<file path="src/rtl/ea_gen.sv">
module ea_gen #(
  parameter int AW = 16,
  parameter int FW = 8,
  parameter int MAX_HOPS = 8,
  localparam int CW = $clog2(MAX_HOPS + 3)
) (
  input  logic          clk,
  input  logic          rst_n,
  input  logic          start,
  input  logic [3:0]    mode,
  input  logic [FW-1:0] field,
  input  logic [AW-1:0] pc,
  input  logic [AW-1:0] base_reg,
  input  logic [AW-1:0] index_reg,
  input  logic [AW-1:0] ptr_reg,
  output logic          busy,
  output logic          mem_req,
  output logic [AW-1:0] mem_addr,
  input  logic          mem_valid,
  input  logic [AW:0]   mem_rdata,
  output logic          done,
  output logic          err,
  output logic [AW-1:0] ea,
  output logic          base_wb_en,
  output logic [AW-1:0] base_wb,
  output logic [CW-1:0] acc_count
);
  localparam int HW = $clog2(MAX_HOPS + 1);
  localparam logic [3:0] M_PCREL   = 4'd0;
  localparam logic [3:0] M_PCNEXT  = 4'd1;
  localparam logic [3:0] M_BASEIDX = 4'd2;
  localparam logic [3:0] M_INDEXED = 4'd3;
  localparam logic [3:0] M_REGIND  = 4'd4;
  localparam logic [3:0] M_MEMIND  = 4'd5;
  localparam logic [3:0] M_POSTIDX = 4'd6;
  localparam logic [3:0] M_LITERAL = 4'd7;
  localparam logic [3:0] M_UPDATE  = 4'd8;

  typedef enum logic {S_IDLE, S_WAIT} st_t;
  st_t st;

  logic [3:0]    md_q;
  logic [AW-1:0] idx_q;
  logic [HW-1:0] hops;
  logic [AW-1:0] disp, fld_z, imm_ea;
  logic          imm_err;

  assign disp  = {{(AW-FW){field[FW-1]}}, field};
  assign fld_z = AW'(field);
  assign busy  = (st == S_WAIT);

  always_comb begin
    imm_ea  = '0;
    imm_err = 1'b0;
    case (mode)
      M_PCREL:   imm_ea = pc + disp;
      M_PCNEXT:  imm_ea = pc + AW'(1) + disp;
      M_BASEIDX: imm_ea = base_reg + index_reg;
      M_INDEXED: imm_ea = fld_z + index_reg;
      M_REGIND:  imm_ea = ptr_reg;
      M_LITERAL: imm_ea = pc + AW'(1);
      M_UPDATE:  imm_ea = base_reg + disp;
      default:   imm_err = 1'b1;
    endcase
  end

  logic          is_walk, flag, cap_hit;
  logic [AW-1:0] word;
  logic [CW-1:0] cnt_now;

  assign is_walk = (mode == M_MEMIND) || (mode == M_POSTIDX);
  assign flag    = mem_rdata[AW];
  assign word    = mem_rdata[AW-1:0];
  assign cap_hit = (hops == HW'(MAX_HOPS));
  assign cnt_now = CW'(hops) + CW'(2);

  always_ff @(posedge clk or negedge rst_n) begin
    if (!rst_n) begin
      st         <= S_IDLE;
      md_q       <= '0;
      idx_q      <= '0;
      hops       <= '0;
      mem_req    <= 1'b0;
      mem_addr   <= '0;
      done       <= 1'b0;
      err        <= 1'b0;
      ea         <= '0;
      base_wb_en <= 1'b0;
      base_wb    <= '0;
      acc_count  <= '0;
    end else begin
      done       <= 1'b0;
      base_wb_en <= 1'b0;
      mem_req    <= 1'b0;
      case (st)
        S_IDLE: if (start) begin
          md_q  <= mode;
          idx_q <= index_reg;
          if (is_walk) begin
            mem_req  <= 1'b1;
            mem_addr <= fld_z;
            hops     <= HW'(1);
            err      <= 1'b0;
            st       <= S_WAIT;
          end else begin
            ea         <= imm_ea;
            err        <= imm_err;
            done       <= 1'b1;
            acc_count  <= CW'(2);
            base_wb_en <= (mode == M_UPDATE);
            base_wb    <= imm_ea;
          end
        end
        S_WAIT: if (mem_valid) begin
          if (md_q == M_POSTIDX) begin
            ea        <= word + idx_q;
            done      <= 1'b1;
            acc_count <= cnt_now;
            st        <= S_IDLE;
          end else if (flag && !cap_hit) begin
            mem_req  <= 1'b1;
            mem_addr <= word;
            hops     <= hops + HW'(1);
          end else begin
            ea        <= word;
            err       <= flag;
            done      <= 1'b1;
            acc_count <= cnt_now;
            st        <= S_IDLE;
          end
        end
        default: st <= S_IDLE;
      endcase
    end
  end

  AST_REQ_WHILE_BUSY: assert property (@(posedge clk) disable iff (!rst_n)
    mem_req |-> busy);
  AST_SINGLE_OUTSTANDING: assert property (@(posedge clk) disable iff (!rst_n)
    mem_req |=> !mem_req);
  AST_DONE_WHEN_IDLE: assert property (@(posedge clk) disable iff (!rst_n)
    done |-> !busy);
  AST_START_TAKEN: assert property (@(posedge clk) disable iff (!rst_n)
    (start && !busy) |=> (busy || done));
  AST_ERR_WITH_DONE: assert property (@(posedge clk) disable iff (!rst_n)
    $rose(err) |-> done);
  AST_WB_WITH_DONE: assert property (@(posedge clk) disable iff (!rst_n)
    base_wb_en |-> (done && base_wb == ea));
  AST_COUNT_RANGE: assert property (@(posedge clk) disable iff (!rst_n)
    done |-> (acc_count >= CW'(2) && acc_count <= CW'(MAX_HOPS + 2)));
endmodule

</file>
<file path="config.mk">
export PLATFORM = sky130hd
export DESIGN_NAME = ea_gen
export DESIGN_NICKNAME = d
export VERILOG_FILES = /design/src/rtl/ea_gen.sv
export SDC_FILE = /design/constraint.sdc
export NUM_CORES = 1
export LEC_CHECK = 0
export CAP_MARGIN = 20
export CORE_UTILIZATION = 35
export CTS_BUF_LIST = sky130_fd_sc_hd__clkbuf_8
export DETAILED_ROUTE_END_ITERATION = 8
export DONT_BUFFER_PORTS = 1
export GPL_ROUTABILITY_DRIVEN = 1
export PLACE_DENSITY = 0.61
export SETUP_SLACK_MARGIN = 0.5
export SLEW_MARGIN = 20
export SYNTH_ARGS = -nofsm -noshare
export SYNTH_HDL_FRONTEND = slang
export SYNTH_SLANG_ARGS = --single-unit
</file>
<file path="constraint.sdc">
create_clock -name clk -period 3.5 [get_ports clk]
set_input_delay 0.175 -clock clk [delete_from_list [all_inputs] [get_ports clk]]
set_output_delay 0.175 -clock clk [all_outputs]
set_load 0.005 [all_outputs]
</file>
After elaboration in Yosys (flattened, before gate mapping)
Cells that the tools add are included.
{"block": "word_totals", "output_inout_bits": 57, "register_bits": 81, "input_bits": 97}
{"block": "op_classes", "n_eq_ne": 18, "addsub": 9, "n_mux": 49, "n_reduce_logical": 10, "bitwise": 2}
{"cell": "two-way mux 16 bit", "n": 10}
{"cell": "case mux 16 bit (7 select lines)", "n": 1}
{"cell": "adder 16 bit", "n": 5}
{"cell": "case mux 16 bit (2 select lines)", "n": 2}
{"cell": "two-way mux 4 bit", "n": 10}
{"cell": "== test 4 x 3 -> 1 bit (second input constant)", "n": 5}
{"cell": "two-way mux 1 bit", "n": 20}
{"cell": "adder 16 x 1 -> 16 bit (second input constant)", "n": 1}
{"cell": "adder 8 x 16 -> 16 bit", "n": 1}
{"cell": "case mux 4 bit (2 select lines)", "n": 2}
{"cell": "inequality test 2 bit (second input constant)", "n": 6}
{"cell": "== test 4 x 2 -> 1 bit (second input constant)", "n": 2}
{"cell": "== test 4 bit (second input constant)", "n": 2}
{"cell": "case mux 1 bit (2 select lines)", "n": 4}
{"cell": "AND reduction 4 bit", "n": 2}
{"cell": "OR reduction 7 bit", "n": 1}
{"cell": "AND reduction 5 bit", "n": 1}
{"cell": "adder 4 x 1 -> 4 bit (second input constant)", "n": 1}
{"cell": "adder 4 x 2 -> 4 bit (second input constant)", "n": 1}
{"cell": "== test 4 x 1 -> 1 bit (second input constant)", "n": 1}
{"cell": "logical NOT 4 bit", "n": 1}
{"cell": "inequality test 3 bit (second input constant)", "n": 1}
{"cell": "AND reduction 3 bit", "n": 1}
{"cell": "inequality test 2 x 1 -> 1 bit (second input constant)", "n": 1}
{"cell": "5 further kinds", "n": 6}

Logic depth before layout (Yosys ltp)
Gate-level depths: netlist of run 1.
{"block": "depth", "ltp_word": 7, "mapped_depth": 17, "depth_no_buf": 16}

Least setup slack after synthesis of run 1
OpenSTA, ideal clock, no wires.
{"block": "synth_timing", "path_kind": "input port to flip-flop", "startpoint": "input port mode[0]", "endpoint": "register ea[13]", "stages": 16, "setup_ns": 0.134, "path_slack_ns": -0.009, "arrival_time_ns": 3.375, "cell_sequence": "buf_2 nor4b_1 buf_2 nand2b_1 clkbuf_1 o21ai_0 a221o_1 ha_1 o21ai_0 o21bai_1 a21oi_1 o31ai_1 a31oi_1 mux2i_1 a2111oi_0 o21ai_1"}
{"block": "synth_between", "elab_chain_cells": 5, "elab_cells_between_ends": 16, "cone_classes": "eq/ne (9); mux (4); reduce/logical (3)"}
{"element": "start, declared", "line": "10", "rtl": "input logic [3:0] mode,"}
{"element": "== test 4 bit (tied with other cells)", "line": "55", "rtl": "case (mode)"}
{"element": "case mux 16 bit (7 select lines)", "line": "55"}
{"element": "two-way mux 16 bit", "line": "99", "rtl": "if (is_walk) begin"}
{"element": "two-way mux 16 bit", "line": "96", "rtl": "S_IDLE: if (start) begin"}
{"element": "case mux 16 bit (2 select lines)", "line": "95", "rtl": "case (st)"}
{"element": "end signal, assigned", "line": "106", "rtl": "ea <= imm_ea;"}
{"element": "end signal, assigned", "line": "116", "rtl": "ea <= word + idx_q;"}
{"element": "end signal, assigned", "line": "125", "rtl": "ea <= word;"}
{"element": "end, declared", "line": "23", "rtl": "output logic [AW-1:0] ea,"}
Several ways; a longest one is shown, not always the timed one. The select of a mux whose other input is x is not followed.
A chain may end at the register's enable or synchronous reset.

Worst setup path after layout of run 1
{"block": "layout_timing", "startpoint": "input port mode[1]", "endpoint": "register ea[14]"}
The elaborated chain is that of the path after synthesis.

==> results.yml, run 1 <==
run_status:
  outcome: "finished clean"
sta:
  final.period_utilization_pct: 85.6
  setup_viol: 0
  final_max_slew_viol_count: 0
  worstMarginPinSlew_ns: 0.720
  min_period_ns: 2.99
  setup_tns_ns: 0
  rsz0062_at_grt: "true"
  hold_violations: 0
  fmax_mhz: 334
  clock_skew_ns: 0.0142
  slew_headroom_pct: 51.9
layout:
  area_delta_synth_final_pct: 19.2
  fillerInstances: 1952
  mostFrequentLayoutCells: "170 x nand2_1, 81 x dfrtp_1, 64 x o21ai_0"
  drive_gt1_share_pct: 13.9
  stdcell_count: 1147
  antenna_cells: 0
  final_util_pct: 42.9
  final_common_cell: "nand2_1"
  finalNetCount: 1033
power:
  power_density_nw_per_um2: 425
  p_comb_share_pct: 35.8
  p_int_w: 0.00220
  netSwitchingPower_w: 0.00124
  p_clk_share_pct: 24.9
  peakVddDrop_mv: 0.174
  sw_frac_of_total_pct: 36.2
  p_seq_share_pct: 39.3
  leakagePower_nw: 3.53
global_route:
  grt_overflow: 0
  grt_pass1_vias: 6115
  grt_antenna_before_repair: 0
  groute.usage.overall_pct: 23.2
  grt_max_degree: 82
  grt_pass1_wl_um: 35400
yosys:
  ys_async_sr_fraction_pct: 100
  netlist_instances: 845
  yosysWarningCount: 0
  ys.flop_type: "dfrtp_1"
  ys_ff_latch: 81
  synth_edf_count: 0
  syn_area_per_cell_um2: 8.04
  synth_fp_nets: 996
  seq_area_frac_synth_pct: 29.8
  synth_area_um2: 6790
  synthDistinctLibCells: 75
route:
  routed_wl_um: 23000
  via_count: 6297
  wl_per_cell_um: 20.1
  drtIter0Drc: 440
  first_pass_iters: 5
  drc: 0
  ant_nets: 0
  via_per_inst: 5.49
clock_tree:
  cts_max_path_buffers: 2
  path_clk_slew_ns: 0.09
  clk_latency_ns: 0.37
  cts_tree: "done"
  cts.sinks: 81
  cts-root-buf: "clkbuf_8"
  cts.htree.levels: 3
  numCtsBuffers: 9
placement:
  port_buffers: 0
  hpwl_um: 17600
  place_inst: 1092
  gp_congestion: 0.952
floorplanning:
  ios: 154
  die_w_um: 141
  rows: 50
  core-area_um2: 18900
  die_h_um: 141
  dieArea_um2: 20000
  start_util_pct: 35.9
setup_path:
  worstSetupEndpointType: "flip-flop"
  cp.arrival_ns: 3.26
  crit_required_ns: 3.76
  worstPathMaxFanout: 14
  cp-start-kind: "input port"
  critPathKind: "in2reg"
hold_path:
  hold_class: "in2reg"
job:
  maxCapViolations: 0
-- repair_timing --
action | in CTS | in global routing
setup endpoints to repair | 10 | 21
pin swaps | 4 | 19
hold buffers | 30 | 0
gates resized for setup | 5 | 42
setup buffers | 4 | 4
gates cloned | 1 | 0
hold endpoints to repair | 110 | 0
-- state kept, by name, indices dropped and copies added (netlist names) --
register / cells
base_wb: 16
done: 1
mem_req: 1
base_wb_en: 1
err: 1
busy: 1
idx_q: 16
acc_count: 4
md_q: 4
ea: 16
hops: 4
mem_addr: 16
-- cells by family after synthesis --
logic type / count (synthesis) / share of synthesized area, %
AOI/OAI and AO/OA: 244 / 23.8
adders and majority gates: 54 / 10.3
muxes: 26 / 4.03
xor gates and xnor gates: 45 / 5.80
buffers and inverters: 64 / 4.05
and+or+nand+nor: 331 / 22.1
DFF: 81 / 29.8
-- path summary, 6_finish.rpt --
path / from / to / slack, ns / cells past startpoint
worst max register to register: idx_q[0]$_DFFE_PN0P_ / ea[14]$_DFFE_PN0P_ / 0.63 / 11
worst min register to register: idx_q[8]$_DFFE_PN0P_ / idx_q[8]$_DFFE_PN0P_ / 0.48 / 2
min in group asynchronous: rst_n / mem_addr[4]$_DFFE_PN0P_ / 0.37 / 2
max in group asynchronous: rst_n / base_wb[13]$_DFFE_PN0P_ / 2.78 / 2
worst max-delay path: mode[1] / ea[14]$_DFFE_PN0P_ / 0.51 / 13
worst min-delay path: field[1] / mem_addr[1]$_DFFE_PN0P_ / 0.003 / 2
-- worst max-delay path, stage by stage --
cell and delay, ns:
or4b_4 0.59, nand2b_4 0.14, o21ai_1 0.07, a221o_1 0.33, ha_4 0.24, nor2b_4 0.14, o31ai_4 0.25, a31oi_2 0.13
o211ai_1 0.30, a31o_2 0.26, mux2i_2 0.23, a211oi_2 0.12, a311oi_1 0.26
-- layer usage --
layer / track usage (%) / part of all wire [%] / up-vias
met2: 36.7 / 45 / 225
met1: 30.8 / 44 / 2923
li1: - / - / 3121
met4: 6.18 / 1.8 / 0
met3: 6.78 / 9.9 / 28
met5: 0 / 0 / -
-- power by group through the flow --
stage | Combinational [W] | Clock, W | Sequential (W)
after floorplan | 0.000871 | 0 | 0.00130
after global placement | 0.00109 | 0 | 0.00137
after detailed placement | 0.00110 | 0 | 0.00138
after CTS | 0.00118 | 0.000871 | 0.00136
after global routing | 0.00139 | 0.000907 | 0.00139
final | 0.00123 | 0.000856 | 0.00135
-- synth_stat cells, types with 11 or more instances --
master	count	area, µm²
dfrtp_1	81	2030
clkbuf_1	25	93.8
inv_1	24	90.1
a21oi_1	42	210
a211oi_1	20	150
mux2i_1	15	150
xor2_1	20	175
mux2_2	11	124
ha_1	51	638
a21o_1	15	113
o21a_1	12	90.1
nand3_1	28	140
nor2_1	59	221
xnor2_1	25	219
nand2_1	171	642
o21ai_0	73	365
-- through the flow --
step	cell area (µm²)	power [W]	setup WS (ns)	hold slack, ns
after floorplan	6920	0.00217	0.340	-0.121
after global placement	7240	0.00246	-0.115	-0.118
after detailed placement	7240	0.00248	0.00598	-0.117
after CTS	7870	0.00340	0.530	0.00350
after global routing	8100	0.00369	0.373	0.0307
final	8100	0.00344	0.506	0.00294
-- cell type report --
cell class | instances | area [µm²] | share of cell area, %
multi-input cells | 701 | 4820 | 59.6
clock buffers | 10 | 138 | 1.70
inverters | 25 | 93.8 | 1.16
well taps | 260 | 325 | 4.02
repair buffers | 64 | 577 | 7.12
clock inverters | 6 | 114 | 1.41
flip-flops and latches | 81 | 2030 | 25.0
No activity file was read; power rests on OpenSTA's default activity.
==> run 2: changes to the inputs <==
--- a/config.mk
+++ b/config.mk
@@ -6,12 +6,14 @@
 export NUM_CORES = 1
 export LEC_CHECK = 0
 export CAP_MARGIN = 20
+export CORE_MARGIN = 4
 export CORE_UTILIZATION = 35
 export CTS_BUF_LIST = sky130_fd_sc_hd__clkbuf_8
 export DETAILED_ROUTE_END_ITERATION = 8
 export DONT_BUFFER_PORTS = 1
 export GPL_ROUTABILITY_DRIVEN = 1
 export PLACE_DENSITY = 0.61
+export REMOVE_ABC_BUFFERS = 1
 export SETUP_SLACK_MARGIN = 0.5
 export SLEW_MARGIN = 20
 export SYNTH_ARGS = -nofsm -noshare
==> run 2 against run 1 <==
Against the previous run: clock power fell by 13%; critical path type unchanged; non-clock buffer count rose by 19; die area rose by 8.7%; critical endpoint is now ea[7]$_DFFE_PN0P_.
==> results.yml, run 2 (synthesis results as in run 1) <==
run_status:
  outcome: "finished clean"
layout:
  finalNetCount: 1051
  area_delta_synth_final_pct: 21.1
  fillerInstances: 1931
  drive_gt1_share_pct: 14.5
  final_common_cell: "nand2_1"
  multi_input_comb_area_um2: 4790
  register_area_um2: 2030
  final_util_pct: 43.5
  mostFrequentLayoutCells: "170 x nand2_1, 81 x dfrtp_1, 64 x o21ai_0"
  stdcell_count: 1165
  antenna_cells: 0
power:
  netSwitchingPower_w: 0.00124
  power_density_nw_per_um2: 409
  p_seq_share_pct: 40.4
  p_clk_share_pct: 22.0
  p_comb_share_pct: 37.6
  sw_frac_of_total_pct: 37.0
  p_int_w: 0.00212
  peakVddDrop_mv: 0.183
  leakagePower_nw: 3.63
clock_tree:
  cts_tree: "done"
  cts.sinks: 81
  clk_latency_ns: 0.36
  cts_max_path_buffers: 2
  cts-root-buf: "clkbuf_8"
  path_clk_slew_ns: 0.09
  cts.htree.levels: 3
  numCtsBuffers: 9
global_route:
  grt_pass1_wl_um: 36300
  grt_pass1_vias: 6354
  groute.usage.overall_pct: 21.1
  grt_overflow: 0
  grt_antenna_before_repair: 0
  grt_max_degree: 82
route:
  via_per_inst: 5.57
  via_count: 6488
  ant_nets: 0
  wl_per_cell_um: 20.4
  first_pass_iters: 6
  routed_wl_um: 23700
  drtIter0Drc: 481
  drc: 0
job:
  maxCapViolations: 0
floorplanning:
  start_util_pct: 35.9
  core-area_um2: 18900
  die_h_um: 147
  ios: 154
  rows: 50
  dieArea_um2: 21700
  die_w_um: 147
sta:
  fmax_mhz: 330
  hold_violations: 0
  clock_skew_ns: 0.0161
  rsz0062_at_grt: "true"
  final.period_utilization_pct: 86.6
  slew_headroom_pct: 48.5
  worstMarginPinSlew_ns: 0.771
  final_max_slew_viol_count: 0
  min_period_ns: 3.03
  setup_viol: 0
  setup_tns_ns: 0
setup_path:
  r2r_slack_ns: 0.70
  cp-start-kind: "input port"
  crit_required_ns: 3.75
  cp.arrival_ns: 3.28
  critPathKind: "in2reg"
  r2r-start: "idx_q[0]$_DFFE_PN0P_"
  reg2reg_to: "ea[14]$_DFFE_PN0P_"
  reg2reg_depth: 11
  worstSetupEndpointType: "flip-flop"
  worstPathMaxFanout: 10
hold_path:
  min_path_cells: 2
  hp-start: "mem_rdata[2]"
  holdPathEnd: "mem_addr[2]$_DFFE_PN0P_"
  hold_class: "in2reg"
placement:
  place_inst: 1108
  port_buffers: 0
  hpwl_um: 18200
  gp_congestion: 0.908
[run 2: changes by cell type in the layout (fill, tap and decap cells not counted), moves of 3 or more]
cell           delta
buf_4            +12
a211oi_1          +3
a211oi_2          -3
dlygate4sd3_1     +3
[run 2: what timing repair did]
action                                  in CTS  in global routing
endpoints found under the setup margin      11                 23
endpoints found under the hold margin      111                  0
gates resized for setup                     12                 53
pin swaps                                    1                 22
gates cloned                                 0                  2
hold buffers                                33                  0
buffers inserted                             0                  6
[run 2: metal layers]
| metal | global-route usage [%] | vias up | routed length, µm |
|---|---|---|---|
| met3 | 5.64 | 33 | 2100 |
| met5 | 0 | - | 0 |
| met4 | 6.24 | 0 | 512 |
| met2 | 32.9 | 238 | 10700 |
| met1 | 28.7 | 3057 | 10400 |
| li1 | - | 3160 | - |
[run 2: worst max path at each step]
| stage | startpoint | end | slack (ns) |
|---|---|---|---|
| final | mode[2] | ea[7]$_DFFE_PN0P_ | 0.47 |
| after global routing | mode[2] | ea[12]$_DFFE_PN0P_ | 0.39 |
| after CTS | mode[1] | ea[7]$_DFFE_PN0P_ | 0.46 |
| after detailed placement | mode[1] | ea[7]$_DFFE_PN0P_ | -0.12 |
| after global placement | mode[1] | ea[7]$_DFFE_PN0P_ | -0.18 |
| after floorplan | mode[1] | ea[13]$_DFFE_PN0P_ | -1.01 |
[run 2: per-stage QoR]
stage / power (W) / hold WS (ns) / setup WS (ns) / instance area [µm²]
3_3_place_gp: 0.00247 / -0.117 / -0.180 / 7280
4_1_cts: 0.00331 / 0.00274 / 0.463 / 7880
5_1_grt: 0.00361 / 0.00357 / 0.387 / 8220
2_1_floorplan: 0.00212 / -0.121 / -1.01 / 6610
6_report: 0.00336 / 0.0120 / 0.469 / 8220
3_5_place_dp: 0.00249 / -0.115 / -0.119 / 7280
[run 2: power by group through the flow]
stage	clock [W]	combinational (W)	sequential, W
5_1_grt	0.000799	0.00142	0.00139
2_1_floorplan	0	0.000812	0.00131
4_1_cts	0.000765	0.00118	0.00137
6_report	0.000741	0.00126	0.00136
3_3_place_gp	0	0.00109	0.00138
3_5_place_dp	0	0.00111	0.00139
[run 2: worst max-delay path: stages]
cell,delay [ns]
or4b_4,0.59
nand2b_4,0.12
o21ai_0,0.09
a221o_1,0.36
ha_4,0.30
o21ai_1,0.08
o21bai_1,0.24
a21oi_1,0.15
o21ai_1,0.29
xnor2_1,0.16
nor2_1,0.08
a2111oi_2,0.38
buf_4,0.18
o21ai_0,0.07
[run 2: final cells by class]
cell class	count	share of cell area [%]
flip-flops and latches	81	24.7
inverters	25	1.14
multi-input cells	700	58.2
repair buffers	83	9.47
well taps	260	3.96
clock buffers	9	1.51
clock inverters	7	1.07
